`src/rtl/acq_decim_pkg.sv`:
```
// Shared types for the acquisition decimator.
// Assumes a two-bit mode field; code 3 is folded onto decimate by the controller.
package acq_decim_pkg;
    typedef enum logic [1:0] {
        RED_DEC    = 2'd0,
        RED_AVG    = 2'd1,
        RED_MINMAX = 2'd2
    } red_mode_t;
endpackage

```
`src/rtl/acq_demux.sv`:
```
// Splits the shared converter bus into sample pairs.
// Holds the most recent A word; a B word closes a pair, which is presented
// for one cycle after the edge that samples the B word.
module acq_demux #(
    parameter int DATA_W = 14
) (
    input  logic              clk,
    input  logic              rst_n,
    input  logic [DATA_W-1:0] bus_data,
    input  logic              bus_chan,
    output logic              pair_valid,
    output logic [DATA_W-1:0] pair_a,
    output logic [DATA_W-1:0] pair_b
);
    logic [DATA_W-1:0] a_hold;

    // Hold the latest A word and register a pair when a B word arrives.
    always_ff @(posedge clk) begin
        if (!rst_n) begin
            a_hold     <= '0;
            pair_valid <= 1'b0;
            pair_a     <= '0;
            pair_b     <= '0;
        end else begin
            pair_valid <= bus_chan;
            if (!bus_chan) begin
                a_hold <= bus_data;
            end else begin
                pair_a <= a_hold;
                pair_b <= bus_data;
            end
        end
    end
endmodule

```
`src/rtl/acq_ctrl.sv`:
```
// Acquisition controller: latches the configuration on start and counts
// pairs within a reduction group. Pairs present in the start cycle are
// dropped; the pair whose A word comes with the start opens the first group.
module acq_ctrl
    import acq_decim_pkg::*;
#(
    parameter int MAX_LOG2N = 8,
    parameter int SH_W      = $clog2(MAX_LOG2N + 1),
    parameter int CNT_W     = MAX_LOG2N + 2
) (
    input  logic            clk,
    input  logic            rst_n,
    input  logic            start,
    input  logic [1:0]      cfg_mode,
    input  logic [SH_W-1:0] cfg_log2n,
    input  logic            pair_valid,
    output logic            step,
    output logic            grp_first,
    output logic            grp_last,
    output red_mode_t       mode_q,
    output logic [SH_W-1:0] shift_q
);
    logic             active;
    logic [CNT_W-1:0] cnt;
    logic [CNT_W-1:0] cnt_last;

    // Latch the mode and the clamped shift, and arm the acquisition on start.
    always_ff @(posedge clk) begin
        if (!rst_n) begin
            active  <= 1'b0;
            mode_q  <= RED_DEC;
            shift_q <= '0;
        end else if (start) begin
            active  <= 1'b1;
            mode_q  <= (cfg_mode == 2'd3) ? RED_DEC : red_mode_t'(cfg_mode);
            shift_q <= (cfg_log2n > SH_W'(MAX_LOG2N)) ? SH_W'(MAX_LOG2N) : cfg_log2n;
        end
    end

    // Index of the last pair in a group: 2N-1 for min/max, N-1 otherwise.
    always_comb begin
        if (mode_q == RED_MINMAX) begin
            cnt_last = (CNT_W'(2) << shift_q) - CNT_W'(1);
        end else begin
            cnt_last = (CNT_W'(1) << shift_q) - CNT_W'(1);
        end
    end

    assign step      = pair_valid && active && !start;
    assign grp_first = (cnt == '0);
    assign grp_last  = (cnt == cnt_last);

    // Count pairs in the group; restart at the group end and on start.
    always_ff @(posedge clk) begin
        if (!rst_n || start) begin
            cnt <= '0;
        end else if (step) begin
            cnt <= grp_last ? '0 : cnt + CNT_W'(1);
        end
    end
endmodule

```
`src/rtl/acq_reduce.sv`:
```
// Per-channel reducer: keeps the first sample, a running sum and running
// extremes across a group, and presents the results for one cycle after
// the group's last pair. Assumes unsigned samples and a shift of at most
// MAX_LOG2N, so the sum never exceeds ACC_W bits.
module acq_reduce
    import acq_decim_pkg::*;
#(
    parameter int DATA_W    = 14,
    parameter int MAX_LOG2N = 8,
    parameter int SH_W      = $clog2(MAX_LOG2N + 1)
) (
    input  logic              clk,
    input  logic              rst_n,
    input  logic              step,
    input  logic              grp_first,
    input  logic              grp_last,
    input  red_mode_t         mode,
    input  logic [SH_W-1:0]   shift,
    input  logic [DATA_W-1:0] sample,
    output logic              out_valid,
    output logic [DATA_W-1:0] out_main,
    output logic [DATA_W-1:0] out_min,
    output logic [DATA_W-1:0] out_max
);
    localparam int ACC_W = DATA_W + MAX_LOG2N;

    logic [ACC_W-1:0]  acc, acc_nx;
    logic [DATA_W-1:0] first_q, first_nx;
    logic [DATA_W-1:0] mn_q, mn_nx;
    logic [DATA_W-1:0] mx_q, mx_nx;

    // Next values of the group state, each restarted by the first pair.
    always_comb begin
        if (grp_first) begin
            acc_nx   = ACC_W'(sample);
            first_nx = sample;
            mn_nx    = sample;
            mx_nx    = sample;
        end else begin
            acc_nx   = acc + ACC_W'(sample);
            first_nx = first_q;
            mn_nx    = (sample < mn_q) ? sample : mn_q;
            mx_nx    = (sample > mx_q) ? sample : mx_q;
        end
    end

    // Update the group state on each accepted pair.
    always_ff @(posedge clk) begin
        if (!rst_n) begin
            acc     <= '0;
            first_q <= '0;
            mn_q    <= '0;
            mx_q    <= '0;
        end else if (step) begin
            acc     <= acc_nx;
            first_q <= first_nx;
            mn_q    <= mn_nx;
            mx_q    <= mx_nx;
        end
    end

    // Register the group result when its last pair is accepted.
    always_ff @(posedge clk) begin
        if (!rst_n) begin
            out_valid <= 1'b0;
            out_main  <= '0;
            out_min   <= '0;
            out_max   <= '0;
        end else begin
            out_valid <= step && grp_last;
            if (step && grp_last) begin
                out_main <= (mode == RED_AVG) ? DATA_W'(acc_nx >> shift) : first_nx;
                out_min  <= mn_nx;
                out_max  <= mx_nx;
            end
        end
    end
endmodule

```
`src/rtl/acq_writer.sv`:
```
// Memory write sequencer: turns each group result into one write, or into a
// minimum write followed by a maximum write in min/max mode. The address
// starts at zero on start and wraps at the memory depth. Assumes results
// arrive at least two cycles apart.
module acq_writer
    import acq_decim_pkg::*;
#(
    parameter int DATA_W = 14,
    parameter int ADDR_W = 13
) (
    input  logic              clk,
    input  logic              rst_n,
    input  logic              start,
    input  red_mode_t         mode,
    input  logic              res_valid,
    input  logic [DATA_W-1:0] res_main_a,
    input  logic [DATA_W-1:0] res_main_b,
    input  logic [DATA_W-1:0] res_min_a,
    input  logic [DATA_W-1:0] res_min_b,
    input  logic [DATA_W-1:0] res_max_a,
    input  logic [DATA_W-1:0] res_max_b,
    output logic              wr_en,
    output logic              wr_kind,
    output logic [ADDR_W-1:0] wr_addr,
    output logic [DATA_W-1:0] wr_data_a,
    output logic [DATA_W-1:0] wr_data_b
);
    logic              max_pend;
    logic [DATA_W-1:0] max_a_q, max_b_q;

    // Issue writes and step the address after every write.
    always_ff @(posedge clk) begin
        if (!rst_n || start) begin
            wr_en     <= 1'b0;
            wr_kind   <= 1'b0;
            wr_addr   <= '0;
            wr_data_a <= '0;
            wr_data_b <= '0;
            max_pend  <= 1'b0;
            max_a_q   <= '0;
            max_b_q   <= '0;
        end else begin
            wr_addr <= wr_addr + ADDR_W'(wr_en);
            if (res_valid) begin
                wr_en    <= 1'b1;
                wr_kind  <= 1'b0;
                max_pend <= (mode == RED_MINMAX);
                max_a_q  <= res_max_a;
                max_b_q  <= res_max_b;
                if (mode == RED_MINMAX) begin
                    wr_data_a <= res_min_a;
                    wr_data_b <= res_min_b;
                end else begin
                    wr_data_a <= res_main_a;
                    wr_data_b <= res_main_b;
                end
            end else if (max_pend) begin
                wr_en     <= 1'b1;
                wr_kind   <= 1'b1;
                max_pend  <= 1'b0;
                wr_data_a <= max_a_q;
                wr_data_b <= max_b_q;
            end else begin
                wr_en   <= 1'b0;
                wr_kind <= 1'b0;
            end
        end
    end
endmodule

```
`src/rtl/acq_decim.sv`:
```
// Top level of the two-channel acquisition decimator: bus demux, group
// control, one reducer per channel, and the memory write sequencer.
// Assumes the bus alternates A and B words; the start pulse goes with an A word.
module acq_decim
    import acq_decim_pkg::*;
#(
    parameter int DATA_W    = 14,
    parameter int MAX_LOG2N = 8,
    parameter int DEPTH     = 8192
) (
    input  logic                                 clk,
    input  logic                                 rst_n,
    input  logic [DATA_W-1:0]                    adc_data,
    input  logic                                 adc_chan,
    input  logic                                 acq_start,
    input  logic [1:0]                           cfg_mode,
    input  logic [$clog2(MAX_LOG2N + 1)-1:0]     cfg_log2n,
    output logic                                 wr_en,
    output logic                                 wr_kind,
    output logic [$clog2(DEPTH)-1:0]             wr_addr,
    output logic [DATA_W-1:0]                    wr_data_a,
    output logic [DATA_W-1:0]                    wr_data_b
);
    localparam int SH_W   = $clog2(MAX_LOG2N + 1);
    localparam int ADDR_W = $clog2(DEPTH);
    localparam int N_CH   = 2;

    logic              pair_valid;
    logic [DATA_W-1:0] pair_s [N_CH];
    logic              step, grp_first, grp_last;
    red_mode_t         mode_q;
    logic [SH_W-1:0]   shift_q;
    logic              res_valid [N_CH];
    logic [DATA_W-1:0] res_main [N_CH];
    logic [DATA_W-1:0] res_min  [N_CH];
    logic [DATA_W-1:0] res_max  [N_CH];

    acq_demux #(.DATA_W(DATA_W)) u_demux (
        .clk        (clk),
        .rst_n      (rst_n),
        .bus_data   (adc_data),
        .bus_chan   (adc_chan),
        .pair_valid (pair_valid),
        .pair_a     (pair_s[0]),
        .pair_b     (pair_s[1])
    );

    acq_ctrl #(.MAX_LOG2N(MAX_LOG2N)) u_ctrl (
        .clk        (clk),
        .rst_n      (rst_n),
        .start      (acq_start),
        .cfg_mode   (cfg_mode),
        .cfg_log2n  (cfg_log2n),
        .pair_valid (pair_valid),
        .step       (step),
        .grp_first  (grp_first),
        .grp_last   (grp_last),
        .mode_q     (mode_q),
        .shift_q    (shift_q)
    );

    for (genvar ch = 0; ch < N_CH; ch++) begin : g_chan
        acq_reduce #(.DATA_W(DATA_W), .MAX_LOG2N(MAX_LOG2N)) u_reduce (
            .clk       (clk),
            .rst_n     (rst_n),
            .step      (step),
            .grp_first (grp_first),
            .grp_last  (grp_last),
            .mode      (mode_q),
            .shift     (shift_q),
            .sample    (pair_s[ch]),
            .out_valid (res_valid[ch]),
            .out_main  (res_main[ch]),
            .out_min   (res_min[ch]),
            .out_max   (res_max[ch])
        );
    end

    acq_writer #(.DATA_W(DATA_W), .ADDR_W(ADDR_W)) u_writer (
        .clk        (clk),
        .rst_n      (rst_n),
        .start      (acq_start),
        .mode       (mode_q),
        .res_valid  (res_valid[0] && res_valid[1]),
        .res_main_a (res_main[0]),
        .res_main_b (res_main[1]),
        .res_min_a  (res_min[0]),
        .res_min_b  (res_min[1]),
        .res_max_a  (res_max[0]),
        .res_max_b  (res_max[1]),
        .wr_en      (wr_en),
        .wr_kind    (wr_kind),
        .wr_addr    (wr_addr),
        .wr_data_a  (wr_data_a),
        .wr_data_b  (wr_data_b)
    );
endmodule

```
`config.mk`:
```
export PLATFORM = sky130hd
export DESIGN_NAME = acq_decim
export DESIGN_NICKNAME = d
export VERILOG_FILES = /design/src/rtl/acq_decim_pkg.sv /design/src/rtl/acq_demux.sv /design/src/rtl/acq_ctrl.sv /design/src/rtl/acq_reduce.sv /design/src/rtl/acq_writer.sv /design/src/rtl/acq_decim.sv
export SDC_FILE = /design/constraint.sdc
export NUM_CORES = 1
export LEC_CHECK = 0
export ABC_CLOCK_PERIOD_IN_PS = 3800
export BUFFER_PORTS_ARGS = -buffer_cell sky130_fd_sc_hd__buf_2
export CORE_UTILIZATION = 35
export DETAILED_ROUTE_END_ITERATION = 7
export PLACE_DENSITY_LB_ADDON = 0.1
export SYNTH_ARGS = -nofsm -noshare
export SYNTH_HDL_FRONTEND = slang
export SYNTH_SLANG_ARGS = --single-unit
```
`constraint.sdc`:
```
create_clock -name clk -period 3.8 [get_ports clk]
set_input_delay 0.19 -clock clk [delete_from_list [all_inputs] [get_ports clk]]
set_output_delay 0.19 -clock clk [all_outputs]
set_load 0.05 [all_outputs]
```
* Word-level counts from Yosys, hierarchy flattened
Cells that the tools add are included.
** Storage, ports and cells
- Register bits :: 345
- Bits in latches :: 0
- Memory bits (writable) :: 0
- Memory bits (read-only) :: 0
- Input port bits :: 24
- Memories kept :: 0
** Cells by class
- Add/subtract/negate cells :: 6
- Multiply operators :: 0
- Divide/modulo/power cells :: 0
- Magnitude comparators :: 5
- Equal/unequal tests :: 4
- Shifts and indexed selects :: 4
- Mux-type cells :: 26
- Bitwise operators :: 1
- Reductions and logical operators :: 10
** Operators by type and width (number)
- 14-bit two-way mux :: 18
- 22-bit by 14-bit adder with 22-bit output :: 2
- 22-bit two-way mux :: 2
- 22-bit by 4-bit right shift with 14-bit output :: 2
- 14-bit > comparator :: 2
- 14-bit less-than comparator :: 2
- 10-bit two-way mux :: 2
- 10-bit by 2-bit subtractor with 10-bit output (second input constant) :: 2
- 13-bit by 1-bit adder with 13-bit output :: 1
- 10-bit by 1-bit adder with 10-bit output (second input constant) :: 1
- 10-bit equality test :: 1
- 10-bit zero test :: 1
- 1-bit by 4-bit left shift with 10-bit output (first input constant) :: 1
- 2-bit by 4-bit left shift with 10-bit output (first input constant) :: 1
- 2-bit equality test (second input constant) :: 2
- 4-bit > comparator (second input constant) :: 1
- 4-bit two-way mux :: 1
- 2-bit OR reduction :: 2
- 1-bit logical AND :: 3
- 2-bit by 1-bit equality test with 1-bit output (second input constant) :: 1
- 1-bit zero test :: 2
- 1-bit two-way mux :: 2
- 2-bit two-way mux :: 1
- 2-bit nonzero test :: 1
- other kinds (2) :: 2

* Depth between registers and ports, before layout
Gate-level depths: netlist (run 1).
- Word-level depth :: 5
- Gate-level depth with buffers :: 17
- Mapped depth without buffers :: 14

* By module
A second synthesis (run 1) with hierarchy kept.
** Unflattened totals
- Cells, all modules :: 2628
- Area total of the unflattened synthesis :: 21594.5 sq um
** By module, submodules not included
- acq_reduce :: times used 2, cells an instance 1001, area an instance 7712.4 sq um
- acq_writer :: times used 1, cells an instance 323, area an instance 3204.3 sq um
- acq_demux :: times used 1, cells an instance 152, area an instance 1609.0 sq um
- acq_ctrl :: times used 1, cells an instance 150, area an instance 1350.0 sq um
- acq_decim :: times used 1, cells an instance 1, area an instance 6.3 sq um

* Worst setup path before layout (run 1)
Ideal clock, no wire load.
- Path kind :: register to register
- Start :: reg u_ctrl.shift_q[0]
- End :: reg g_chan[0].u_reduce.out_main[0]
- Setup time :: 69 ps
- Arrival time :: 3846 ps
- Slack :: -115 ps
- Stages on the path, launching flop included :: 16
- Buffers on the path :: 3
- Period minus slack after synthesis :: 3915 ps
- Path through :: dfxtp_1 inv_1 clkbuf_1 buf_1 ha_1 buf_2 nand2_1 ha_1 xnor2_1 or3_1 a21oi_1 nand4_1 a2111oi_4 nand4b_1 or4_1 o21ai_1
** Between the ends
- Word-level cells in the longest chain between the ends :: 5
- Elaborated cells on any way between the ends :: 9
- Those cells by class :: add/sub (2); eq/ne (1); shift (3); mux (2); reduce/logical (1)
** RTL lines
- start, declared :: RTL line acq_ctrl.sv:21 : output logic [SH_W-1:0] shift_q
- start signal, assigned :: RTL line acq_ctrl.sv:36 : shift_q <= (cfg_log2n > SH_W'(MAX_LOG2N)) ? SH_W'(MAX_LOG2N) : cfg_log2n;
- 2-bit by 4-bit left shift with 10-bit output / 1-bit by 4-bit left shift with 10-bit output (equally long branches) :: RTL line acq_ctrl.sv:43, acq_ctrl.sv:45
- 10-bit by 2-bit subtractor with 10-bit output, on equally long branches :: RTL line acq_ctrl.sv:43, acq_ctrl.sv:45
- 10-bit two-way mux :: RTL line acq_ctrl.sv:42 : if (mode_q == RED_MINMAX) begin
- 10-bit equality test :: RTL line acq_ctrl.sv:51 : assign grp_last = (cnt == cnt_last);
- 1-bit logical AND :: RTL line acq_reduce.sv:71 : if (step && grp_last) begin
- end signal, assigned :: RTL line acq_reduce.sv:72 : out_main <= (mode == RED_AVG) ? DATA_W'(acc_nx >> shift) : first_nx;
- end, declared :: RTL line acq_reduce.sv:21 : output logic [DATA_W-1:0] out_main,
Parallel ways exist; a longest one is shown, timed or not.
A chain may end at the register's enable or synchronous reset.

* Final worst setup path (run 1)
- Start :: reg g_chan[1].u_reduce.acc[0]
- End :: reg g_chan[1].u_reduce.out_main[5]
** Between the ends
- Word-level cells in the longest chain between the ends :: 4
** RTL lines
- start, declared :: RTL line acq_reduce.sv:27 : logic [ACC_W-1:0] acc, acc_nx;
- start signal, assigned :: RTL line acq_reduce.sv:55 : acc <= acc_nx;
- 22-bit by 14-bit adder with 22-bit output :: RTL line acq_reduce.sv:40 : acc_nx = acc + ACC_W'(sample);
- 22-bit two-way mux :: RTL line acq_reduce.sv:34 : if (grp_first) begin
- 22-bit by 4-bit right shift with 14-bit output :: RTL line acq_reduce.sv:72
- 14-bit two-way mux :: RTL line acq_reduce.sv:72
- end signal, assigned :: RTL line acq_reduce.sv:72
- end, declared :: RTL line acq_reduce.sv:21
No other way between the ends.

==> results.json, run 1 <==
{
  "result_of_the_run": "complete, no violations",
  "core_area_um2": 57600,
  "numClockSinks": 345,
  "series_of_cell_instances_along_the_critical_path": "ha_1, fa_1, a211oi_1, buf_4, nor3_1, o2111ai_1, a21boi_0, xnor2_1, mux2i_1, a2111oi_0, or3_1, o31ai_1",
  "clk-insertion-delay-late_ns": 0.59,
  "cp.arrival_ns": 4.10,
  "average_wire_per_standard_cell_um": 22.2,
  "worst_ir_drop_vdd_v": 0.000262,
  "detailedPlace.worstSlack_ns": 0.0425,
  "dp_hpwl_mm": 55.1,
  "path_max_fanout": 6,
  "gr-total-overflow": 0,
  "report.final.hold_viol_count": 0,
  "die_h_um": 243,
  "timing.final.crit_share_pct": 95.8,
  "max_clock_freq_mhz": 275,
  "die-area_um2": 59100,
  "layout.cells.non_filler": 3417,
  "vias_after_detailed_routing": 19600,
  "synth_fp_nets": 2665,
  "detail_route.vias_per_cell": 5.74,
  "finClkSkew_ns": 0.0269,
  "tritoncts": "built",
  "cts_buffers": 43,
  "critPathBufInv": 1,
  "grt_util_all_layers_pct": 25.2,
  "timing_max_transition_violations_final": 0,
  "drt-total-wl_mm": 75.8,
  "slowest_stage": "sky130_fd_sc_hd__a2111oi_0",
  "synthArstFlopShare_pct": 0,
  "first_iter_violations": 1790,
  "drt-pass1-iter-count": 5,
  "final_critical_path_setup_slack_ns": 0.160,
  "most-common-layout-cells": "339 x sky130_fd_sc_hd__dfxtp_1, 310 x sky130_fd_sc_hd__nor2_1, 236 x sky130_fd_sc_hd__nand2_1",
  "layout_commonest_cell": "sky130_fd_sc_hd__dfxtp_1",
  "clk_pin_slew_ns": 0.06,
  "mappedNetlistArea_um2": 20300,
  "critical_path.endpoint_type": "register",
  "finalHoldWorstSlack_ns": 0.0434,
  "worst-setup-path-type": "reg -> reg",
  "grt_pass1_wl_mm": 116,
  "maximum_number_of_pins_on_one_net_before_global_route_repair": 209,
  "nNetsFinal": 2735,
  "critical_path.top_delay_family": "compound AO/OA/AOI/OAI gates",
  "power.density_cell_area_nw_per_um2": 369,
  "final_util_pct": 41.0,
  "floorplan.io_pins": 67,
  "antenna_diode_count": 0,
  "synth-edff-count": 0,
  "via_count_of_the_first_global_routing_pass": 18700,
  "maxCapViolCount": 0,
  "timing.hold.worst.class": "in -> reg",
  "max-clock-path-buffers": 3,
  "p_leak_nw": 8.89,
  "netlist-cell-type-count": 79,
  "rows": 88,
  "start_util_pct": 35.3,
  "max-slew-margin-rel_pct": 26.0,
  "worst_path_largest_cell_delay_ns": 0.54,
  "place.port_buffers": 66,
  "final_ant_viol_nets": 0,
  "dpl.cell_count": 3315,
  "rsz_0062_raised_after_global_routing": "no",
  "final.min_clock_period_ns": 3.64,
  "postSynthRegisterBits": 345,
  "htreeDepth": 2,
  "detail_route.drc_violations": 0,
  "startpoint_type": "register",
  "synth_sequential_area_ratio_pct": 33.9,
  "post_route_cells_drive_above_1_share_pct": 11.4,
  "flow.area_growth_from_synthesis_pct": 16.1,
  "final-setup-viol-count": 0,
  "globalplace.congestion": 0.906,
  "worst_pin_slew_ns": 1.11,
  "synthFlopType": "sky130_fd_sc_hd__dfxtp_1",
  "root_buffer": "sky130_fd_sc_hd__clkbuf_16",
  "synth.avg_cell_area_um2": 7.98,
  "data_required_time_of_the_critical_path_ns": 4.26,
  "syn_inst": 2550,
  "synth.yosys.warnings": 0,
  "num-fill-cells": 5912,
  "totalNegativeSetupSlack_ns": 0,
  "antenna_found_initial": 0,
  "chipWidth_um": 243
}
## cell usage after synthesis, drive strengths merged (30+ instances only)
library cell	n	area share, %
a211oi	110	4.1
a21oi	215	5.3
clkbuf	132	2.4
mux2i	193	9.5
nand3	57	1.4
ha	89	5.5
o211ai	41	1.5
dfxtp	345	34
nor3	52	1.3
o21ai	137	3.4
nor2b	45	1.4
buf	57	1.3
nand2b	46	1.4
nor2	313	5.8
nand4	30	0.92
nand2	236	4.4
inv	83	1.5
## layer usage
metal	global-route usage [%]	wire length [um]
met2	38.6	32900
met1	35.5	35800
met3	3.02	4010
met5	0	0
met4	10.5	3060
## cells by family after synthesis
kind of cell / Yosys count / synth area share [%]
DFF: 345 / 33.9
AOI/OAI and AO/OA: 724 / 23.1
adders and majority gates: 91 / 5.67
muxes: 203 / 10.3
buffers and inverters: 272 / 5.28
and+or+nand+nor: 864 / 19.5
xor gates and xnor gates: 51 / 2.20
## path summary, 6_finish.rpt
check,cells after the start,startpoint,end,slack [ns]
worst max-delay path,12,g_chan[1].u_reduce.acc[0]$_SDFFE_PN0P_,g_chan[1].u_reduce.out_main[5]$_SDFFE_PN0P_,0.16
worst min-delay path,3,acq_start,u_ctrl.active$_SDFFE_PN0P_,0.04
worst max register to register,12,g_chan[1].u_reduce.acc[0]$_SDFFE_PN0P_,g_chan[1].u_reduce.out_main[5]$_SDFFE_PN0P_,0.16
worst min register to register,2,g_chan[0].u_reduce.first_q[1]$_SDFFE_PN0P_,g_chan[0].u_reduce.first_q[1]$_SDFFE_PN0P_,0.46
## worst reg2reg max path, stage by stage, from the launching register on
cell and delay (ns):
sky130_fd_sc_hd__dfxtp_1 0.31, sky130_fd_sc_hd__ha_1 0.22, sky130_fd_sc_hd__fa_1 0.40, sky130_fd_sc_hd__a211oi_1 0.25, sky130_fd_sc_hd__buf_4 0.18, sky130_fd_sc_hd__nor3_1 0.08
sky130_fd_sc_hd__o2111ai_1 0.46, sky130_fd_sc_hd__a21boi_0 0.28, sky130_fd_sc_hd__xnor2_1 0.38, sky130_fd_sc_hd__mux2i_1 0.15, sky130_fd_sc_hd__a2111oi_0 0.54, sky130_fd_sc_hd__or3_1 0.18
sky130_fd_sc_hd__o31ai_1 0.07
## metrics by stage
| stage | power (mW) | cell area, um^2 |
|---|---|---|
| after floorplan | 4.31 | 20300 |
| final | 8.71 | 23600 |
| after global routing | 9.03 | 23600 |
| after detailed placement | 4.64 | 21900 |
| after CTS | 8.81 | 23500 |
| after global placement | 4.63 | 21900 |
## sequential cells by signal, indices dropped and copies added (netlist names), 2 cells and up
name,flops
g_chan.u_reduce.acc,44
g_chan.u_reduce.first_q,28
g_chan.u_reduce.mn_q,28
g_chan.u_reduce.mx_q,28
g_chan.u_reduce.out_main,28
g_chan.u_reduce.out_max,28
g_chan.u_reduce.out_min,28
u_ctrl.cnt,10
u_ctrl.mode_q,2
u_ctrl.shift_q,4
u_demux.a_hold,14
u_demux.pair_a,14
u_demux.pair_b,14
u_writer.max_a_q,14
u_writer.max_b_q,14
u_writer.wr_addr,13
u_writer.wr_data_a,14
u_writer.wr_data_b,14
## cell type report
class                           instances  area (um^2)  share of cell area (%)
Multi-Input combinational cell       1933        12400                    52.5
Sequential cell                       345         6920                    29.3
Timing Repair Buffer                  214         1610                    6.81
Clock buffer                           60         1240                    5.25
Tap cell                              765          957                    4.05
Inverter                               83          317                    1.34
Clock inverter                         17          171                   0.726
## what timing repair did
action	4_1_cts	5_1_grt
resized for setup	0	11
endpoints found under the setup margin	0	80
hold buffers	21	0
endpoints found under the hold margin	28	0
setup buffers	0	3
## where the power goes
part / leakage [nW] / switching (mW) / internal (mW)
Sequential: 2.79 / 0.0240 / 3.66
Combinational: 5.42 / 0.589 / 0.315
Clock: 0.688 / 1.70 / 2.42
Total: 8.89 / 2.31 / 6.40
No activity file was read; power rests on OpenSTA's default activity.
==> run 2: changes to the inputs <==
--- a/config.mk
+++ b/config.mk
@@ -5,7 +5,7 @@
 export SDC_FILE = /design/constraint.sdc
 export NUM_CORES = 1
 export LEC_CHECK = 0
-export ABC_CLOCK_PERIOD_IN_PS = 3800
+export ABC_CLOCK_PERIOD_IN_PS = 4700
 export BUFFER_PORTS_ARGS = -buffer_cell sky130_fd_sc_hd__buf_2
 export CORE_UTILIZATION = 35
 export DETAILED_ROUTE_END_ITERATION = 7
==> constraint.sdc (replaced) <==
create_clock -name clk -period 4.7 [get_ports clk]
set_input_delay 0.235 -clock clk [delete_from_list [all_inputs] [get_ports clk]]
set_output_delay 0.235 -clock clk [all_outputs]
set_load 0.05 [all_outputs]
==> run 2 against run 1 <==
Compared with the run above: register-to-register slack gained 0.23 ns; via count shrank 1.9%; critical path depth grew 1; critical path type unchanged; utilization shrank 0.91 points; total power shrank 20%; combinational power shrank 21%; design area shrank 2.2%; die area is the same; largest power group unchanged; routed wire length shrank 1.9%; worst hold slack is essentially flat.
==> results.json, run 2 (synthesized netlist as in run 1, its figures left out) <==
{
  "via_count_of_the_first_global_routing_pass": 18300,
  "power.density_cell_area_nw_per_um2": 301,
  "maximum_number_of_pins_on_one_net_before_global_route_repair": 135,
  "antenna_found_initial": 0,
  "totalNegativeSetupSlack_ns": 0,
  "layout.cells.non_filler": 3361,
  "data_required_time_of_the_critical_path_ns": 5.15,
  "finClkSkew_ns": 0.0299,
  "worst-setup-path-type": "reg -> reg",
  "result_of_the_run": "complete, no violations",
  "worst_path_largest_cell_delay_ns": 0.45,
  "layout_commonest_cell": "sky130_fd_sc_hd__dfxtp_1",
  "grt_pass1_wl_mm": 115,
  "maxCapViolCount": 0,
  "num-fill-cells": 5924,
  "htreeDepth": 2,
  "numClockSinks": 345,
  "final_util_pct": 40.1,
  "max-slew-margin-rel_pct": 22.8,
  "cts-resized-gates": 0,
  "gr-total-overflow": 0,
  "detailedPlace.worstSlack_ns": 0.355,
  "globalplace.congestion": 0.934,
  "finish.instance_area_um2": 23100,
  "path_max_fanout": 141,
  "floorplan.io_pins": 67,
  "cts_buffers": 41,
  "startpoint_type": "register",
  "clk-insertion-delay-late_ns": 0.58,
  "core_area_um2": 57600,
  "detailed_place.area_um2": 21600,
  "final.min_clock_period_ns": 4.31,
  "largest_register_ffs": 44,
  "rsz_0062_raised_after_global_routing": "no",
  "average_wire_per_standard_cell_um": 22.1,
  "root_buffer": "sky130_fd_sc_hd__clkbuf_16",
  "critical_path.endpoint_type": "register",
  "final_critical_path_setup_slack_ns": 0.392,
  "flow.area_growth_from_synthesis_pct": 13.5,
  "grt_util_all_layers_pct": 24.9,
  "report.final.hold_viol_count": 0,
  "first_iter_violations": 1618,
  "die_h_um": 243,
  "start_util_pct": 35.3,
  "slowest_stage": "sky130_fd_sc_hd__buf_12",
  "post_cts_setup_buffer_count": 0,
  "dpl.cell_count": 3271,
  "p_leak_nw": 8.61,
  "nNetsFinal": 2682,
  "drt-total-wl_mm": 74.4,
  "dp_hpwl_mm": 53.8,
  "timing.final.crit_share_pct": 91.7,
  "finalHoldWorstSlack_ns": 0.0437,
  "place.port_buffers": 66,
  "post_route_cells_drive_above_1_share_pct": 9.32,
  "worst_ir_drop_vdd_v": 0.000236,
  "chipWidth_um": 243,
  "cp.arrival_ns": 4.76,
  "max_clock_freq_mhz": 232,
  "tritoncts": "built",
  "registers.top_by_ff_count": "g_chan.u_reduce.acc",
  "final_ant_viol_nets": 0,
  "antenna_diode_count": 0,
  "timing.hold.worst.class": "in -> reg",
  "power_mw": 6.96,
  "die-area_um2": 59100,
  "max-clock-path-buffers": 3,
  "clk_pin_slew_ns": 0.06,
  "rows": 88,
  "vias_after_detailed_routing": 19300,
  "final-setup-viol-count": 0,
  "drt-pass1-iter-count": 5,
  "detail_route.vias_per_cell": 5.73,
  "most-common-layout-cells": "340 x sky130_fd_sc_hd__dfxtp_1, 311 x sky130_fd_sc_hd__nor2_1, 236 x sky130_fd_sc_hd__nand2_1",
  "timing_max_transition_violations_final": 0,
  "series_of_cell_instances_along_the_critical_path": "nor2b_4, buf_4, ha_1, nand3b_1, o211ai_1, a21boi_1, or3_1, a2111oi_4, nor3b_4, buf_12, nand2_1, a211oi_1, a31oi_1",
  "detail_route.drc_violations": 0,
  "worst_pin_slew_ns": 1.16
}
==> run 2: final cells by class <==
cell class / instances / area (um^2) / area share (%)
Timing Repair Buffer: 163 / 1160 / 5.00
Sequential cell: 345 / 6920 / 29.9
Clock buffer: 60 / 1180 / 5.10
Clock inverter: 12 / 175 / 0.758
Tap cell: 765 / 957 / 4.14
Inverter: 83 / 317 / 1.37
Multi-Input combinational cell: 1933 / 12400 / 53.7
==> run 2: layer usage <==
metal  wire length [um]  global-route usage, %
met2              32900                   39.1
met4               2460                   8.40
met5                  0                      0
met1              35000                   35.0
met3               4070                   3.23
==> run 2: power by group <==
group	internal [mW]	leakage [nW]	switching (mW)
combinational	0.242	5.15	0.469
sequential	2.96	2.79	0.0216
clock	1.96	0.666	1.31
==> run 2: worst paths after layout <==
| kind | start | end | cells after the start | slack [ns] |
|---|---|---|---|---|
| setup / recovery | u_ctrl.mode_q[1]$_SDFFE_PN0P_ | g_chan[1].u_reduce.out_main[6]$_SDFFE_PN0P_ | 13 | 0.39 |
| setup reg to reg | u_ctrl.mode_q[1]$_SDFFE_PN0P_ | g_chan[1].u_reduce.out_main[6]$_SDFFE_PN0P_ | 13 | 0.39 |
| hold / removal | cfg_log2n[3] | u_ctrl.shift_q[3]$_SDFFE_PN0P_ | 3 | 0.04 |
| hold reg to reg | g_chan[0].u_reduce.first_q[5]$_SDFFE_PN0P_ | g_chan[0].u_reduce.first_q[5]$_SDFFE_PN0P_ | 2 | 0.45 |
==> run 2: timing repair <==
item | 4_1_cts | 5_1_grt
hold buffers | 19 | 0
endpoints found under the hold margin | 25 | 0
endpoints found under the setup margin | 0 | 14
==> run 2: critical path, delay by kind of cell, from the launching register on <==
family / cells / cell delay (ns)
flops: 1 / 0.40
buf+inv: 2 / 0.88
fa+ha+maj: 1 / 0.38
compound gates: 5 / 1.10
simple gates: 5 / 1.34
==> run 3: changes to the inputs <==
==> constraint.sdc (replaced) <==
create_clock -name clk -period 4.7 [get_ports clk]
set_input_delay 0.47 -clock clk [delete_from_list [all_inputs] [get_ports clk]]
set_output_delay 0.47 -clock clk [all_outputs]
set_load 0.05 [all_outputs]
==> run 3 against run 2 <==
Compared with the run above: final cell count down 0.48%; utilization down 0.29 points; worst setup slack better by 0.067 ns; sequential share of layout area up 0.22 points; combinational power down 2%; global-route usage down 0.26 points; worst hold slack better by 0.12 ns; largest power group unchanged.
==> results.json, run 3 (synthesized netlist as in run 1, its figures left out) <==
{
  "vias_after_detailed_routing": 19300,
  "dp_hpwl_mm": 53.8,
  "result_of_the_run": "complete, no violations",
  "p_int_mw": 5.14,
  "max-clock-path-buffers": 3,
  "flow.area_growth_from_synthesis_pct": 12.7,
  "chipWidth_um": 243,
  "root_buffer": "sky130_fd_sc_hd__clkbuf_16",
  "grt_util_all_layers_pct": 24.7,
  "totalNegativeSetupSlack_ns": 0,
  "start_util_pct": 35.3,
  "ff2ff_path_depth": 13,
  "power_frac_clock_pct": 47.3,
  "rsz_0062_raised_after_global_routing": "no",
  "timing.final.crit_share_pct": 90.2,
  "drt-pass1-iter-count": 5,
  "floorplan.io_pins": 67,
  "antenna_diode_count": 0,
  "detail_route.drc_violations": 0,
  "maxCapViolCount": 0,
  "post_route_cells_drive_above_1_share_pct": 9.69,
  "place.port_buffers": 66,
  "final.min_clock_period_ns": 4.24,
  "layout_commonest_cell": "sky130_fd_sc_hd__dfxtp_1",
  "tritoncts": "built",
  "cts_hold_buf": 0,
  "worst_r2r_startpoint": "u_ctrl.mode_q[1]$_SDFFE_PN0P_",
  "detail_route.vias_per_cell": 5.77,
  "hold_end": "u_demux.pair_b[7]$_SDFFE_PN0P_",
  "power_mw": 6.98,
  "worst-setup-path-type": "reg -> reg",
  "cts_buffers": 42,
  "seq_power_share_pct": 42.7,
  "final_ant_viol_nets": 0,
  "grt_pass1_wl_mm": 113,
  "final-setup-viol-count": 0,
  "clk_pin_slew_ns": 0.06,
  "max_clock_freq_mhz": 236,
  "final_util_pct": 39.8,
  "rows": 88,
  "largest_register_ffs": 44,
  "first_iter_violations": 1605,
  "critical_path.endpoint_type": "register",
  "holdPathStages": 3,
  "hold_start": "adc_data[7]",
  "startpoint_type": "register",
  "cp.arrival_ns": 4.65,
  "max-slew-margin-rel_pct": 27.4,
  "worst_pin_slew_ns": 1.09,
  "maximum_number_of_pins_on_one_net_before_global_route_repair": 96,
  "nNetsFinal": 2664,
  "antenna_found_initial": 0,
  "cts-resized-gates": 0,
  "drt-total-wl_mm": 73.8,
  "path_max_fanout": 69,
  "most-common-layout-cells": "340 x sky130_fd_sc_hd__dfxtp_1, 311 x sky130_fd_sc_hd__nor2_1, 236 x sky130_fd_sc_hd__nand2_1",
  "timing_max_transition_violations_final": 0,
  "report.final.hold_viol_count": 0,
  "power_frac_comb_pct": 10.0,
  "finClkSkew_ns": 0.0171,
  "htreeDepth": 2,
  "netSwitchingFraction_pct": 26.3,
  "p_leak_nw": 8.55,
  "worst_ir_drop_vdd_v": 0.000225,
  "worst-r2r-setup-slack_ns": 0.46,
  "netSwitchingPower_mw": 1.84,
  "gr-total-overflow": 0,
  "via_count_of_the_first_global_routing_pass": 18400,
  "globalplace.congestion": 0.907,
  "timing.hold.worst.class": "in -> reg",
  "power.density_cell_area_nw_per_um2": 304,
  "die_h_um": 243,
  "average_wire_per_standard_cell_um": 22.1,
  "core_area_um2": 57600,
  "die-area_um2": 59100,
  "numClockSinks": 345,
  "worstReg2RegEnd": "g_chan[1].u_reduce.out_main[13]$_SDFFE_PN0P_",
  "post_cts_setup_buffer_count": 0,
  "clk-insertion-delay-late_ns": 0.58,
  "registers.top_by_ff_count": "g_chan.u_reduce.acc",
  "data_required_time_of_the_critical_path_ns": 5.11
}
[run 3: cell types whose count changed in the layout (fill, tap and decap cells not counted), sizes merged]
cell / delta
bufinv: -3
clkinvlp: +1
dlygate4sd3: -19
clkbuf: +4
clkinv: +1
[run 3: through the flow]
stage                     hold slack [ns]  std cells  setup WS (ns)  instance area (um^2)
after floorplan                     0.424       2550          0.785                 20300
after global placement              0.443       3270          0.532                 21500
after detailed placement            0.448       3270          0.462                 21500
after CTS                           0.141       3345          0.455                 22900
after global routing                0.167       3345          0.114                 22900
final                               0.160       3345          0.459                 22900
[run 3: cell type report]
type	count	area, um^2
fill	5922	34700
multi-input combinational	1933	12400
sequential	345	6920
clock buffer	64	1290
tap	765	957
timing repair buffer	144	941
inverter	83	317
clock inverter	11	105
[run 3: worst max-delay path: stages (launching register included)]
cell and delay [ns]:
sky130_fd_sc_hd__dfxtp_1 0.39, sky130_fd_sc_hd__nor2b_4 0.17, sky130_fd_sc_hd__buf_4 0.44, sky130_fd_sc_hd__ha_1 0.36, sky130_fd_sc_hd__mux2i_1 0.17, sky130_fd_sc_hd__o211ai_1 0.14, sky130_fd_sc_hd__a21boi_1 0.10, sky130_fd_sc_hd__or3_1 0.40
sky130_fd_sc_hd__a2111oi_4 0.43, sky130_fd_sc_hd__nor3b_4 0.33, sky130_fd_sc_hd__buf_4 0.57, sky130_fd_sc_hd__o211ai_1 0.15, sky130_fd_sc_hd__a221oi_1 0.28, sky130_fd_sc_hd__a2111oi_0 0.13
[run 3: power groups by stage]
stage	logic [mW]	registers, mW	clock network, mW
after global placement	0.684	3.04	0
after global routing	0.754	2.98	3.50
final	0.695	2.98	3.30
after floorplan	0.440	3.05	0
after CTS	0.689	2.98	3.39
after detailed placement	0.686	3.04	0
[run 3: metal layers]
metal | wire, um | track usage, % | part of all wire [%] | vias up
met5 | 0 | 0 | 0 | -
met4 | 2420 | 8.32 | 3.3 | 0
met3 | 3920 | 3.17 | 5.3 | 105
met2 | 32500 | 38.9 | 44 | 580
met1 | 34900 | 34.5 | 47 | 9383
li1 | - | - | - | 9242
[run 3: worst max path at each step]
| stage | from | end |
|---|---|---|
| after global routing | u_ctrl.mode_q[0]$_SDFFE_PN0P_ | g_chan[1].u_reduce.out_main[13]$_SDFFE_PN0P_ |
| after floorplan | u_ctrl.shift_q[0]$_SDFFE_PN0P_ | g_chan[0].u_reduce.out_main[0]$_SDFFE_PN0P_ |
| final | u_ctrl.mode_q[1]$_SDFFE_PN0P_ | g_chan[1].u_reduce.out_main[13]$_SDFFE_PN0P_ |
| after CTS | u_ctrl.mode_q[1]$_SDFFE_PN0P_ | g_chan[0].u_reduce.out_main[5]$_SDFFE_PN0P_ |
| after global placement | u_ctrl.mode_q[1]$_SDFFE_PN0P_ | g_chan[0].u_reduce.out_main[5]$_SDFFE_PN0P_ |
| after detailed placement | u_ctrl.mode_q[1]$_SDFFE_PN0P_ | g_chan[0].u_reduce.out_main[5]$_SDFFE_PN0P_ |
